**src/rtl/uart_dma_req_pkg.sv**
```systemverilog
package uart_dma_req_pkg;
    typedef enum logic {
        RX_IDLE  = 1'b0,
        RX_DRAIN = 1'b1
    } rx_state_e;

    localparam int unsigned CTL_EN_BIT    = 0;
    localparam int unsigned CTL_RXCLR_BIT = 1;
    localparam int unsigned CTL_TXCLR_BIT = 2;
    localparam int unsigned CTL_MODE_BIT  = 3;
    localparam int unsigned CTL_TRIG_LSB  = 6;
endpackage

```
**src/rtl/uart_dma_ctl_decode.sv**
```systemverilog
module uart_dma_ctl_decode
    import uart_dma_req_pkg::*;
(
    input  logic       clk,
    input  logic       rst_n,
    input  logic       wr_i,
    input  logic [7:0] data_i,
    output logic       fifo_en_o,
    output logic       mode_multi_o,
    output logic [1:0] trig_lvl_o,
    output logic       rx_clr_o,
    output logic       tx_clr_o
);
    logic accept;
    logic first_on;

    assign accept   = wr_i && data_i[CTL_EN_BIT];
    assign first_on = accept && !fifo_en_o;

    always_ff @(posedge clk or negedge rst_n) begin
        if (!rst_n) begin
            fifo_en_o    <= 1'b0;
            mode_multi_o <= 1'b0;
            trig_lvl_o   <= 2'd0;
            rx_clr_o     <= 1'b0;
            tx_clr_o     <= 1'b0;
        end else begin
            rx_clr_o <= accept && (data_i[CTL_RXCLR_BIT] || first_on);
            tx_clr_o <= accept && (data_i[CTL_TXCLR_BIT] || first_on);
            if (wr_i) begin
                fifo_en_o <= data_i[CTL_EN_BIT];
                if (data_i[CTL_EN_BIT]) begin
                    mode_multi_o <= data_i[CTL_MODE_BIT];
                    trig_lvl_o   <= data_i[CTL_TRIG_LSB +: 2];
                end
            end
        end
    end


    rx_clr_src_chk: assert property (@(posedge clk) disable iff (!rst_n)
        rx_clr_o |-> $past(wr_i && data_i[CTL_EN_BIT]));


    tx_clr_src_chk: assert property (@(posedge clk) disable iff (!rst_n)
        tx_clr_o |-> $past(wr_i && data_i[CTL_EN_BIT]));


    hold_on_disable_chk: assert property (@(posedge clk) disable iff (!rst_n)
        (wr_i && !data_i[CTL_EN_BIT]) |=>
            (!fifo_en_o && !rx_clr_o && !tx_clr_o
             && $stable(mode_multi_o) && $stable(trig_lvl_o)));
endmodule

```
**src/rtl/uart_dma_rx_fsm.sv**
```systemverilog
module uart_dma_rx_fsm
    import uart_dma_req_pkg::*;
#(
    parameter int unsigned CW = 5
) (
    input  logic          clk,
    input  logic          rst_n,
    input  logic          multi_i,
    input  logic [CW-1:0] count_i,
    input  logic          trig_i,
    input  logic          timeout_i,
    output logic          draining_o
);
    rx_state_e state_q, state_d;
    logic      empty;

    assign empty = (count_i == '0);

    always_comb begin
        state_d = state_q;
        if (!multi_i) begin
            state_d = RX_IDLE;
        end else begin
            unique case (state_q)
                RX_IDLE:  if (!empty && (trig_i || timeout_i)) state_d = RX_DRAIN;
                RX_DRAIN: if (empty) state_d = RX_IDLE;
                default:  state_d = RX_IDLE;
            endcase
        end
    end

    always_ff @(posedge clk or negedge rst_n) begin
        if (!rst_n) state_q <= RX_IDLE;
        else        state_q <= state_d;
    end

    always_comb begin
        draining_o = (state_q == RX_DRAIN);
    end


    enter_drain_chk: assert property (@(posedge clk) disable iff (!rst_n)
        (multi_i && state_q == RX_IDLE && (trig_i || timeout_i) && !empty)
            |=> state_q == RX_DRAIN);


    leave_drain_chk: assert property (@(posedge clk) disable iff (!rst_n)
        (state_q == RX_DRAIN && empty) |=> state_q == RX_IDLE);


    empty_blocks_chk: assert property (@(posedge clk) disable iff (!rst_n)
        (state_q == RX_IDLE && empty) |=> state_q == RX_IDLE);
endmodule

```
**src/rtl/uart_dma_req.sv**
```systemverilog
module uart_dma_req
    import uart_dma_req_pkg::*;
#(
    parameter int unsigned DEPTH = 16,
    parameter int unsigned CW    = $clog2(DEPTH + 1)
) (
    input  logic          clk,
    input  logic          rst_n,
    input  logic          ctl_wr,
    input  logic [7:0]    ctl_data,
    input  logic [CW-1:0] rx_count,
    input  logic          rx_trig_hit,
    input  logic          rx_timeout,
    input  logic [CW-1:0] tx_count,
    output logic          rx_req_n,
    output logic          tx_req_n,
    output logic          rx_clr,
    output logic          tx_clr,
    output logic          fifo_en,
    output logic [1:0]    rx_trig_lvl
);
    localparam logic [CW-1:0] FULL_LVL = CW'(DEPTH);

    logic mode_bit;
    logic multi;
    logic rx_drain;

    uart_dma_ctl_decode u_ctl (
        .clk          (clk),
        .rst_n        (rst_n),
        .wr_i         (ctl_wr),
        .data_i       (ctl_data),
        .fifo_en_o    (fifo_en),
        .mode_multi_o (mode_bit),
        .trig_lvl_o   (rx_trig_lvl),
        .rx_clr_o     (rx_clr),
        .tx_clr_o     (tx_clr)
    );

    assign multi = fifo_en && mode_bit;

    uart_dma_rx_fsm #(.CW(CW)) u_rx (
        .clk        (clk),
        .rst_n      (rst_n),
        .multi_i    (multi),
        .count_i    (rx_count),
        .trig_i     (rx_trig_hit),
        .timeout_i  (rx_timeout),
        .draining_o (rx_drain)
    );

    always_comb begin
        if (multi) begin
            rx_req_n = !rx_drain;
            tx_req_n = (tx_count >= FULL_LVL);
        end else begin
            rx_req_n = (rx_count == '0);
            tx_req_n = (tx_count != '0);
        end
    end


    tx_full_chk: assert property (@(posedge clk) disable iff (!rst_n)
        (tx_count == FULL_LVL) |-> tx_req_n);


    rx_start_cause_chk: assert property (@(posedge clk) disable iff (!rst_n)
        (multi && $past(multi) && $fell(rx_req_n)) |-> $past(rx_trig_hit || rx_timeout));
endmodule

```
**config.mk**
```make
export PLATFORM = sky130hd
export DESIGN_NAME = uart_dma_req
export DESIGN_NICKNAME = d
export VERILOG_FILES = /design/src/rtl/uart_dma_req_pkg.sv /design/src/rtl/uart_dma_ctl_decode.sv /design/src/rtl/uart_dma_rx_fsm.sv /design/src/rtl/uart_dma_req.sv
export SDC_FILE = /design/constraint.sdc
export NUM_CORES = 1
export LEC_CHECK = 0
export BUFFER_PORTS_ARGS = -buffer_cell sky130_fd_sc_hd__buf_2
export CORE_AREA = 2 2 39 41
export CTS_CLUSTER_SIZE = 12
export DETAILED_ROUTE_END_ITERATION = 12
export DIE_AREA = 0 0 41 43
export GPL_TIMING_DRIVEN = 1
export PLACE_DENSITY = 0.57
export SLEW_MARGIN = 20
export SYNTH_ARGS = -nofsm -noshare
export SYNTH_HDL_FRONTEND = slang
export SYNTH_SLANG_ARGS = --single-unit
```
**constraint.sdc**
```tcl
create_clock -name clk -period 2.5 [get_ports clk]
set_input_delay 0.5 -clock clk [delete_from_list [all_inputs] [get_ports clk]]
set_output_delay 0.5 -clock clk [all_outputs]
set_load 0.03 [all_outputs]
```
==> results.sh <==
export IMPL_syn_area_per_cell_sq_um=11.4
export IMPL_power_per_cell_area_nw_per_um2=632
export IMPL_setup_ws_ns=0.546
export IMPL_drt_iter0_drc=0
export IMPL_ys_seq_elements=7
export IMPL_tns_ns=0
export IMPL_setup_viol=0
export IMPL_path_clk_slew_ns=0.05
export IMPL_cts_sinks=7
export IMPL_ant_nets=0
export IMPL_rsz0062_at_grt="false"
export IMPL_synth_nets=49
export IMPL_cts_tree="done"
export IMPL_pwr_share_comb=0.233
export IMPL_power_frac_clock=0.328
export IMPL_slew_violations=0
export IMPL_period_share=0.781
export IMPL_core_sq_um=1380
export IMPL_overflow=0
export IMPL_post_route_cells_drive_above_1_share=0.579
export IMPL_critPathLaunchType="input port"
export IMPL_skew_ns=0.00143
export IMPL_vias=305
export IMPL_endpoint_kind="primary output"
export IMPL_slowest_stage="or4_1"
export IMPL_finalNetCount=81
export IMPL_die_y_microns=43
export IMPL_syn_to_final_growth_pct=61.4
export IMPL_placed_area_sq_um=450
export IMPL_antenna_found_initial=0
export IMPL_yosysSeqAreaShare=0.593
export IMPL_dieArea_sq_um=1760
export IMPL_path_cells="buf_2, or4_1, a21o_1, buf_2"
export IMPL_p_int_mw=0.216
export IMPL_syn_area_sq_um=295
export IMPL_io_pins=30
export IMPL_rows=14
export IMPL_p_sw_frac=0.285
export IMPL_crit_arrival_ns=1.45
export IMPL_p_seq_frac=0.439
export IMPL_ctsResizeCount=0
export IMPL_synth_distinct_cells=12
export IMPL_start_util=0.213
export IMPL_h_tree_depth=1
export IMPL_clockBufferDepth=2
export IMPL_synthCells=26
export IMPL_yosys_warnings=0
export IMPL_grt_pass1_vias=228
export IMPL_status="completed"
export IMPL_grt_pass1_wl_microns=793
export IMPL_power_switching_mw=0.0858
export IMPL_avgViaCountPerCell=4.18
export IMPL_crit_path_frequent_cell="buf_2"
export IMPL_antenna_cells=0
export IMPL_cts_buffers=3
export IMPL_drt_total_wl_microns=680
export IMPL_crit_required_ns=2.00
export IMPL_cts_hold_fix_buffers=0
export IMPL_cp_max_fo=1
export IMPL_worstMarginPinSlew_ns=0.241
export IMPL_cap_violations=0
export IMPL_ir_drop_uv=177
export IMPL_leakage_nw=0.258
export IMPL_relSlewSlack=0.838
export IMPL_portBuffers=27
export IMPL_ctsRootBufferMaster="clkbuf_4"
export IMPL_route_detailed_drc=0
export IMPL_timing_fmax_mhz=512
export IMPL_final_hold_viol_count=0
export IMPL_dp_hpwl_microns=572
export IMPL_worstSetupPathType="in2out"
export IMPL_die_w_microns=41
export IMPL_wl_per_cell_microns=9.32
export IMPL_period_needed_ns=1.95
export IMPL_clock_latency_ns=0.24
export IMPL_gr_usage_all_layers=0.0689
export IMPL_max_stage_delay_ns=0.51
export IMPL_grt_max_degree=8
export IMPL_postCtsSetupBuffers=0
export IMPL_hold_path_class="in2async"
export IMPL_gp_congestion=0.550
export IMPL_design_area_sq_um=477
export IMPL_dp_slack_ns=0.536
export IMPL_drt_first_pass_iters=1
## power groups by stage
| stage | clock (mW) | sequential, mW | combinational, mW |
|---|---|---|---|
| final | 0.0989 | 0.132 | 0.0702 |
| after global routing | 0.109 | 0.134 | 0.0764 |
| after CTS | 0.103 | 0.133 | 0.0716 |
| after detailed placement | 0 | 0.135 | 0.0715 |
| after global placement | 0 | 0.134 | 0.0702 |
| after floorplan | 0 | 0.150 | 0.0238 |
## layout by cell type (no fill, tap or decap)
master / instances
nor2_1: 1
a21oi_1: 2
buf_2: 27
a211oi_1: 2
inv_1: 3
a21o_1: 1
clkbuf_1: 1
o21ai_0: 1
dfrtp_1: 7
o2bb2ai_1: 1
or4_1: 1
nand2_1: 2
mux2_2: 3
nor3_1: 2
clkbuf_4: 3
## synthesized netlist by cell type
library cell | n | area [sq um]
a21o_1 | 1 | 7.51
nor2_1 | 1 | 3.75
inv_1 | 3 | 11.3
mux2_2 | 3 | 33.8
nand2_1 | 2 | 7.51
o2bb2ai_1 | 1 | 8.76
nor3_1 | 2 | 10.0
a211oi_1 | 2 | 15.0
or4_1 | 1 | 7.51
dfrtp_1 | 7 | 175
o21ai_0 | 1 | 5.00
a21oi_1 | 2 | 10.0
## metrics by stage
step                      hold WS (ns)  power (mW)  instances  utilization
after floorplan                  0.204       0.174         26            -
after CTS                       0.0790       0.308         73        0.344
after global routing            0.0829       0.319         73        0.344
after detailed placement         0.344       0.206         69        0.325
final                           0.0807       0.301         73        0.344
after global placement           0.338       0.204         69        0.325
## flip-flops by register name, indices dropped and copies added, names as in the netlist
signal,cells
u_ctl.mode_multi_o,1
u_ctl.trig_lvl_o,2
u_rx.draining_o,1
u_ctl.fifo_en_o,1
u_ctl.rx_clr_o,1
u_ctl.tx_clr_o,1
## routing by layer
metal  vias up  routed length, microns  global-route usage
li1        155                       -                   -
met1       128                     247              0.0662
met2        22                     307               0.113
met3         0                     124              0.0314
met4         0                       0              0.0400
met5         -                       0                   0
## layout make-up
| type | count | area (sq um) |
|---|---|---|
| Fill cell | 146 | 907 |
| Sequential cell | 7 | 175 |
| Timing Repair Buffer | 27 | 135 |
| Multi-Input combinational cell | 16 | 109 |
| Clock buffer | 4 | 26.3 |
| Tap cell | 16 | 20.0 |
| Inverter | 3 | 11.3 |
## worst paths after layout
kind,endpoint,slack (ns),depth (start not counted),from
max,tx_req_n,0.55,4,tx_count[0]
min,u_rx.draining_o$_DFF_PN0_,0.08,1,rst_n
max reg2reg,u_rx.draining_o$_DFF_PN0_,1.59,2,u_ctl.fifo_en_o$_DFFE_PN0P_
min reg2reg,u_ctl.trig_lvl_o[1]$_DFFE_PN0P_,0.50,1,u_ctl.trig_lvl_o[1]$_DFFE_PN0P_
max in group asynchronous,u_ctl.rx_clr_o$_DFF_PN0_,2.27,1,rst_n
min in group clk,u_ctl.fifo_en_o$_DFFE_PN0P_,0.44,2,ctl_wr
## logic make-up after synthesis
family / synth area share
compound gates: 0.157
flops: 0.593
simple gates: 0.0975
mux: 0.114
buf+inv: 0.0381
## critical path: cells and delay by family
kind,cells,cell delay [ns]
buf+inv,2,0.26
simple gates,1,0.51
compound gates,1,0.18
(Power assumes the default switching activity.)
